$ cat src/rtl/bs_pkg.sv
package bs_pkg;

  // Phase after the optional transition nudge and the per-strobe advance,
  // before any wrap is applied.
  function automatic int phase_adv(int ph, logic edg, int mid, int step, int nudge);
    int t;
    t = ph;
    if (edg) begin
      if (ph < mid) t = ph + nudge;
      else          t = ph - nudge;
    end
    return t + step;
  endfunction

  // Reduce an advanced phase back into range.
  function automatic int phase_wrap(int sum, int pmax);
    return (sum >= pmax) ? (sum % pmax) : sum;
  endfunction

  // Majority over the low n bits of v.
  function automatic logic maj_vote(logic [31:0] v, int n);
    int cnt;
    cnt = 0;
    for (int i = 0; i < 32; i++) begin
      if (i < n) cnt += int'(v[i]);
    end
    return (2 * cnt > n);
  endfunction

endpackage

$ cat src/rtl/bs_sample_hist.sv
module bs_sample_hist #(
  parameter int HIST_W = 3
) (
  input  logic              clk,
  input  logic              rst_n,
  input  logic              stb_i,
  input  logic              bit_i,
  output logic [HIST_W-1:0] hist_now_o,
  output logic              edge_o
);
  logic [HIST_W-1:0] hist_q;

  // History as seen with the current sample already shifted in.
  assign hist_now_o = {hist_q[HIST_W-2:0], bit_i};
  assign edge_o     = hist_now_o[1] ^ hist_now_o[0];

  always_ff @(posedge clk) begin
    if (!rst_n)     hist_q <= '0;
    else if (stb_i) hist_q <= hist_now_o;
  end
endmodule

$ cat src/rtl/bs_phase_trk.sv
module bs_phase_trk #(
  parameter int PH_MAX = 64,
  parameter int PH_MID = 32,
  parameter int STEP   = 8,
  parameter int NUDGE  = 1,
  parameter int PH_W   = 7
) (
  input  logic            clk,
  input  logic            rst_n,
  input  logic            stb_i,
  input  logic            edge_i,
  output logic [PH_W-1:0] phase_o,
  output logic            wrap_o
);
  logic [PH_W-1:0] phase_q;
  logic [PH_W-1:0] phase_d;
  int              sum;

  always_comb begin
    sum     = bs_pkg::phase_adv(int'(phase_q), edge_i, PH_MID, STEP, NUDGE);
    wrap_o  = stb_i && (sum >= PH_MAX);
    phase_d = PH_W'(bs_pkg::phase_wrap(sum, PH_MAX));
  end

  always_ff @(posedge clk) begin
    if (!rst_n)     phase_q <= '0;
    else if (stb_i) phase_q <= phase_d;
  end

  assign phase_o = phase_q;
endmodule

$ cat src/rtl/bs_sym_decide.sv
module bs_sym_decide #(
  parameter int VOTE_N = 3
) (
  input  logic              clk,
  input  logic              rst_n,
  input  logic              take_i,
  input  logic [VOTE_N-1:0] votes_i,
  output logic              sym_o,
  output logic              dout_o,
  output logic              vld_o
);
  logic sym;
  logic prev_q;

  assign sym   = bs_pkg::maj_vote(32'(votes_i), VOTE_N);
  assign sym_o = sym;

  always_ff @(posedge clk) begin
    if (!rst_n) begin
      prev_q <= 1'b0;
      dout_o <= 1'b0;
      vld_o  <= 1'b0;
    end else begin
      vld_o <= take_i;
      if (take_i) begin
        prev_q <= sym;
        dout_o <= (sym == prev_q);
      end
    end
  end
endmodule

$ cat src/rtl/bitsync_nrzi.sv
module bitsync_nrzi #(
  parameter int SPB    = 8,
  parameter int STEP   = 8,
  parameter int NUDGE  = 1,
  parameter int VOTE_N = 3
) (
  input  logic clk,
  input  logic rst_n,
  input  logic smp_stb,
  input  logic smp_bit,
  output logic dout,
  output logic dout_vld
);
  localparam int PH_MAX = SPB * STEP;
  localparam int PH_MID = PH_MAX / 2;
  localparam int PH_W   = $clog2(PH_MAX + STEP + NUDGE + 1);
  localparam int HIST_W = (VOTE_N < 2) ? 2 : VOTE_N;

  // Named internal events, brought out for the checker.
  logic [HIST_W-1:0] hist_now;
  logic              edge_w;
  logic              wrap_w;
  logic [PH_W-1:0]   phase_q;
  logic              sym_w;

  bs_sample_hist #(.HIST_W(HIST_W)) u_hist (
    .clk(clk), .rst_n(rst_n), .stb_i(smp_stb), .bit_i(smp_bit),
    .hist_now_o(hist_now), .edge_o(edge_w)
  );

  bs_phase_trk #(
    .PH_MAX(PH_MAX), .PH_MID(PH_MID), .STEP(STEP), .NUDGE(NUDGE), .PH_W(PH_W)
  ) u_phase (
    .clk(clk), .rst_n(rst_n), .stb_i(smp_stb), .edge_i(edge_w),
    .phase_o(phase_q), .wrap_o(wrap_w)
  );

  bs_sym_decide #(.VOTE_N(VOTE_N)) u_sym (
    .clk(clk), .rst_n(rst_n), .take_i(wrap_w),
    .votes_i(hist_now[VOTE_N-1:0]),
    .sym_o(sym_w), .dout_o(dout), .vld_o(dout_vld)
  );
endmodule

$ cat config.mk
export PLATFORM = sky130hd
export DESIGN_NAME = bitsync_nrzi
export DESIGN_NICKNAME = d
export VERILOG_FILES = /design/src/rtl/bs_pkg.sv /design/src/rtl/bs_sample_hist.sv /design/src/rtl/bs_phase_trk.sv /design/src/rtl/bs_sym_decide.sv /design/src/rtl/bitsync_nrzi.sv
export SDC_FILE = /design/constraint.sdc
export NUM_CORES = 1
export LEC_CHECK = 0
export BUFFER_PORTS_ARGS = -buffer_cell sky130_fd_sc_hd__buf_2
export CAP_MARGIN = 10
export CORE_MARGIN = 3
export CORE_UTILIZATION = 54
export CTS_CLUSTER_DIAMETER = 200
export DETAILED_ROUTE_END_ITERATION = 16
export HOLD_SLACK_MARGIN = 0.1
export PLACE_DENSITY = 0.8
export SYNTH_ARGS = -nofsm -noshare
export SYNTH_HDL_FRONTEND = slang
export SYNTH_SLANG_ARGS = --single-unit
$ cat constraint.sdc
create_clock -name clk -period 2.58 [get_ports clk]
set_clock_uncertainty 0.05 [all_clocks]
set_input_delay 0.258 -clock clk [delete_from_list [all_inputs] [get_ports clk]]
set_output_delay 0.258 -clock clk [all_outputs]
set_load 0.05 [all_outputs]
==> impl_metrics.ini <==
[worst_setup_path]
end_kind = flip-flop
crit_path_start_kind = flip-flop
reg2reg_depth = 10
arrival_ns = 2.59
cp_max_fo = 4
critPathKind = flip-flop to flip-flop
cp.required_ns = 2.71

[floorplan]
die_width_um = 50.7
start_util_pct = 59.8
core_sq_mm = 0.00180
dieArea_sq_mm = 0.00257
fp-row-count = 15
fp.dieH_um = 50.7
io_pins = 6

[routing]
avgViaCountPerCell = 5.51
wl_mm = 2.42
wl_per_cell_um = 13.5
ant_nets = 0
drt-initial-drc-count = 11
routed-via-count = 992
first_pass_iters = 4
drc_errors = 0

[sta]
hold_viol_final = 0
min_period_ns = 2.46
setup_viol = 0
drv_slew = 0
rsz0062_at_grt = no
fmax_ghz = 0.407
hold_ws_ns = 0.278
timing.final.crit_share_pct = 95.3
layout_setup_ws_ns = 0.122

[yosys]
synth_cells = 121
netlist_area_sq_mm = 0.00108
synthArstFlopShare_pct = 0
ys_seq_elements = 12
ys_warn_count = 0
synth_seq_area_share_pct = 22.3
synth-main-ff-cell = dfxtp_1
synth_edf_count = 0
ys_types = 44
syn_area_per_cell_sq_um = 8.90

[clock_tree]
cts_tree = done
path_clk_slew_ns = 0.08
htreeDepth = 1
cts_made_buffers = 3
cts_hold_buf = 0
clock_sinks = 12
clockBufferDepth = 2
clk_latency_ns = 0.28
clock-root-buffer = clkbuf_4

[grt]
overflow = 0
antenna_found_initial = 0
grt_use_total_pct = 20.1
grt_max_degree = 15
grt_pass1_wl_mm = 4.01
grt_pass1_vias = 974

[placed_design]
dp_hpwl_mm = 1.81
dp.cells = 171
gp_congestion = 0.917
pre_cts_ws_ns = -0.0270
port-buffer-count = 5

[cells_and_area]
seq_area_sq_um = 243
nFillCells = 141
multi_input_area_sq_um = 898
antenna_cells = 0
num-nets-final = 171
syn_to_final_growth_pct = 27.8
final_cells = 180
final_layout_size_suffix_gt1_share_pct = 30.3

[power_and_ir_drop]
seqPwrFrac_pct = 39.9
power.density_mw_per_mm2 = 382
p_int_uw = 360
p_clk_share_pct = 29.2
p_leak_nw = 0.624
combPwrFrac_pct = 30.9
power.net_switching_uw = 165
p_sw_share_pct = 31.4
ir_worst_vdd_v = 0.000288

[min_path]
hold_class = input pin to flip-flop
min_delay_path_depth = 3

[outcome]
outcome = finished clean

[run]
drv_cap = 0
-- power groups by stage --
stage	clock [mW]	sequential [mW]	combinational (mW)
after floorplan	0	0.217	0.102
after global placement	0	0.212	0.134
after detailed placement	0	0.212	0.138
after CTS	0.156	0.208	0.139
after global routing	0.161	0.211	0.179
final	0.153	0.209	0.163
-- sequential cells by signal (all words and copies together) (netlist names) --
signal / cells
u_hist.hist_q: 2
u_sym.vld_o: 1
u_sym.prev_q: 1
u_phase.phase_o: 7
u_sym.dout_o: 1
-- worst max-delay path, stage by stage, from the launching register on --
cell,delay [ns]
dfxtp_2,0.35
ha_1,0.13
or3b_4,0.39
o22ai_4,0.13
nand2_2,0.10
xnor2_2,0.16
ha_2,0.20
or3_1,0.30
a211o_1,0.24
o211a_4,0.15
and2_1,0.15
-- cell usage after synthesis, types with 2 or more instances --
| master | count | area share (%) |
|---|---|---|
| nand2_1 | 16 | 5.6 |
| dfxtp_1 | 12 | 22 |
| ha_1 | 11 | 13 |
| mux2i_1 | 8 | 7.4 |
| xnor2_1 | 7 | 5.7 |
| nor2_1 | 6 | 2.1 |
| nor2b_1 | 6 | 3.5 |
| and2_1 | 5 | 2.9 |
| inv_1 | 4 | 1.4 |
| a21oi_1 | 3 | 1.4 |
| or3_1 | 3 | 1.7 |
| clkbuf_1 | 2 | 0.70 |
| conb_1 | 2 | 0.70 |
| nand3_1 | 2 | 0.93 |
| nor3b_1 | 2 | 1.4 |
| o41ai_2 | 2 | 3.0 |
| or3b_1 | 2 | 1.6 |
| xor2_1 | 2 | 1.6 |
-- per-layer routing --
layer | global-route usage, % | up-vias | routed length (um)
met5 | 0 | - | 0
met4 | 6.73 | 0 | 22
met3 | 1.78 | 4 | 92
met2 | 37.2 | 21 | 1230
met1 | 24.1 | 489 | 1080
li1 | - | 478 | -
-- cell type report --
cell class / count / area share (%)
Tap cell: 25 / 2.27
Multi-Input combinational cell: 113 / 65.3
Inverter: 4 / 1.09
Timing Repair Buffer: 22 / 11.1
Clock buffer: 4 / 2.64
Sequential cell: 12 / 17.6
-- cell families (layout without fill, tap and decap cells) --
logic type | after synthesis | in the layout | synth area share [%]
AND/OR/NAND/NOR | 51 | 51 | 26.7
multiplexers | 9 | 9 | 8.83
AO/OA/AOI/OAI | 18 | 18 | 16.3
adder cells (fa/ha/maj) | 11 | 11 | 12.8
other | 2 | 14 | 0.697
flip-flops | 12 | 12 | 22.3
XOR/XNOR | 10 | 10 | 8.83
buffers and inverters | 8 | 30 | 3.60
-- what timing repair did --
item / in CTS / in global routing
buffers inserted: 0 / 5
hold endpoints to repair: 0 / 0
gates resized for setup: 1 / 11
pin swaps: 0 / 6
setup endpoints to repair: 3 / 3
-- final timing paths --
kind | start | endpoint | slack (ns)
worst max register to register | u_phase.phase_o[1] | u_sym.vld_o | 0.12
worst min register to register | u_sym.dout_o | u_sym.dout_o | 0.42
worst max-delay path | u_phase.phase_o[1] | u_sym.vld_o | 0.12
worst min-delay path | rst_n | u_sym.prev_q | 0.28
-- stage by stage --
| stage | setup TNS, ns | util (%) | area [sq um] | total power [mW] |
|---|---|---|---|---|
| 5_1_grt | 0 | 76.4 | 1380 | 0.551 |
| 3_3_place_gp | 0 | 69.2 | 1250 | 0.345 |
| 3_5_place_dp | -0.0270 | 69.2 | 1250 | 0.351 |
| 2_1_floorplan | 0 | - | 1120 | 0.320 |
| 4_1_cts | 0 | 71.3 | 1280 | 0.504 |
| 6_report | 0 | 76.4 | 1380 | 0.525 |
-- cells in the final DEF (no fill, tap or decap), types with 2 or more instances in the layout --
cell type | synthesis | final
mux2i_1 | 8 | 7
dfxtp_1 | 12 | 10
o41ai_2 | 2 | 2
clkbuf_4 | 0 | 3
buf_2 | 1 | 5
nor2_1 | 6 | 6
conb_1 | 2 | 14
buf_4 | 0 | 17
xnor2_1 | 7 | 6
nand2_1 | 16 | 15
or3_1 | 3 | 2
nor3b_1 | 2 | 2
nor2b_1 | 6 | 6
and2_1 | 5 | 5
ha_1 | 11 | 9
a21oi_1 | 3 | 3
or3_4 | 1 | 2
nand3_1 | 2 | 2
inv_1 | 4 | 4
dfxtp_2 | 0 | 2
xor2_1 | 2 | 2
(Power assumes the default switching activity.)
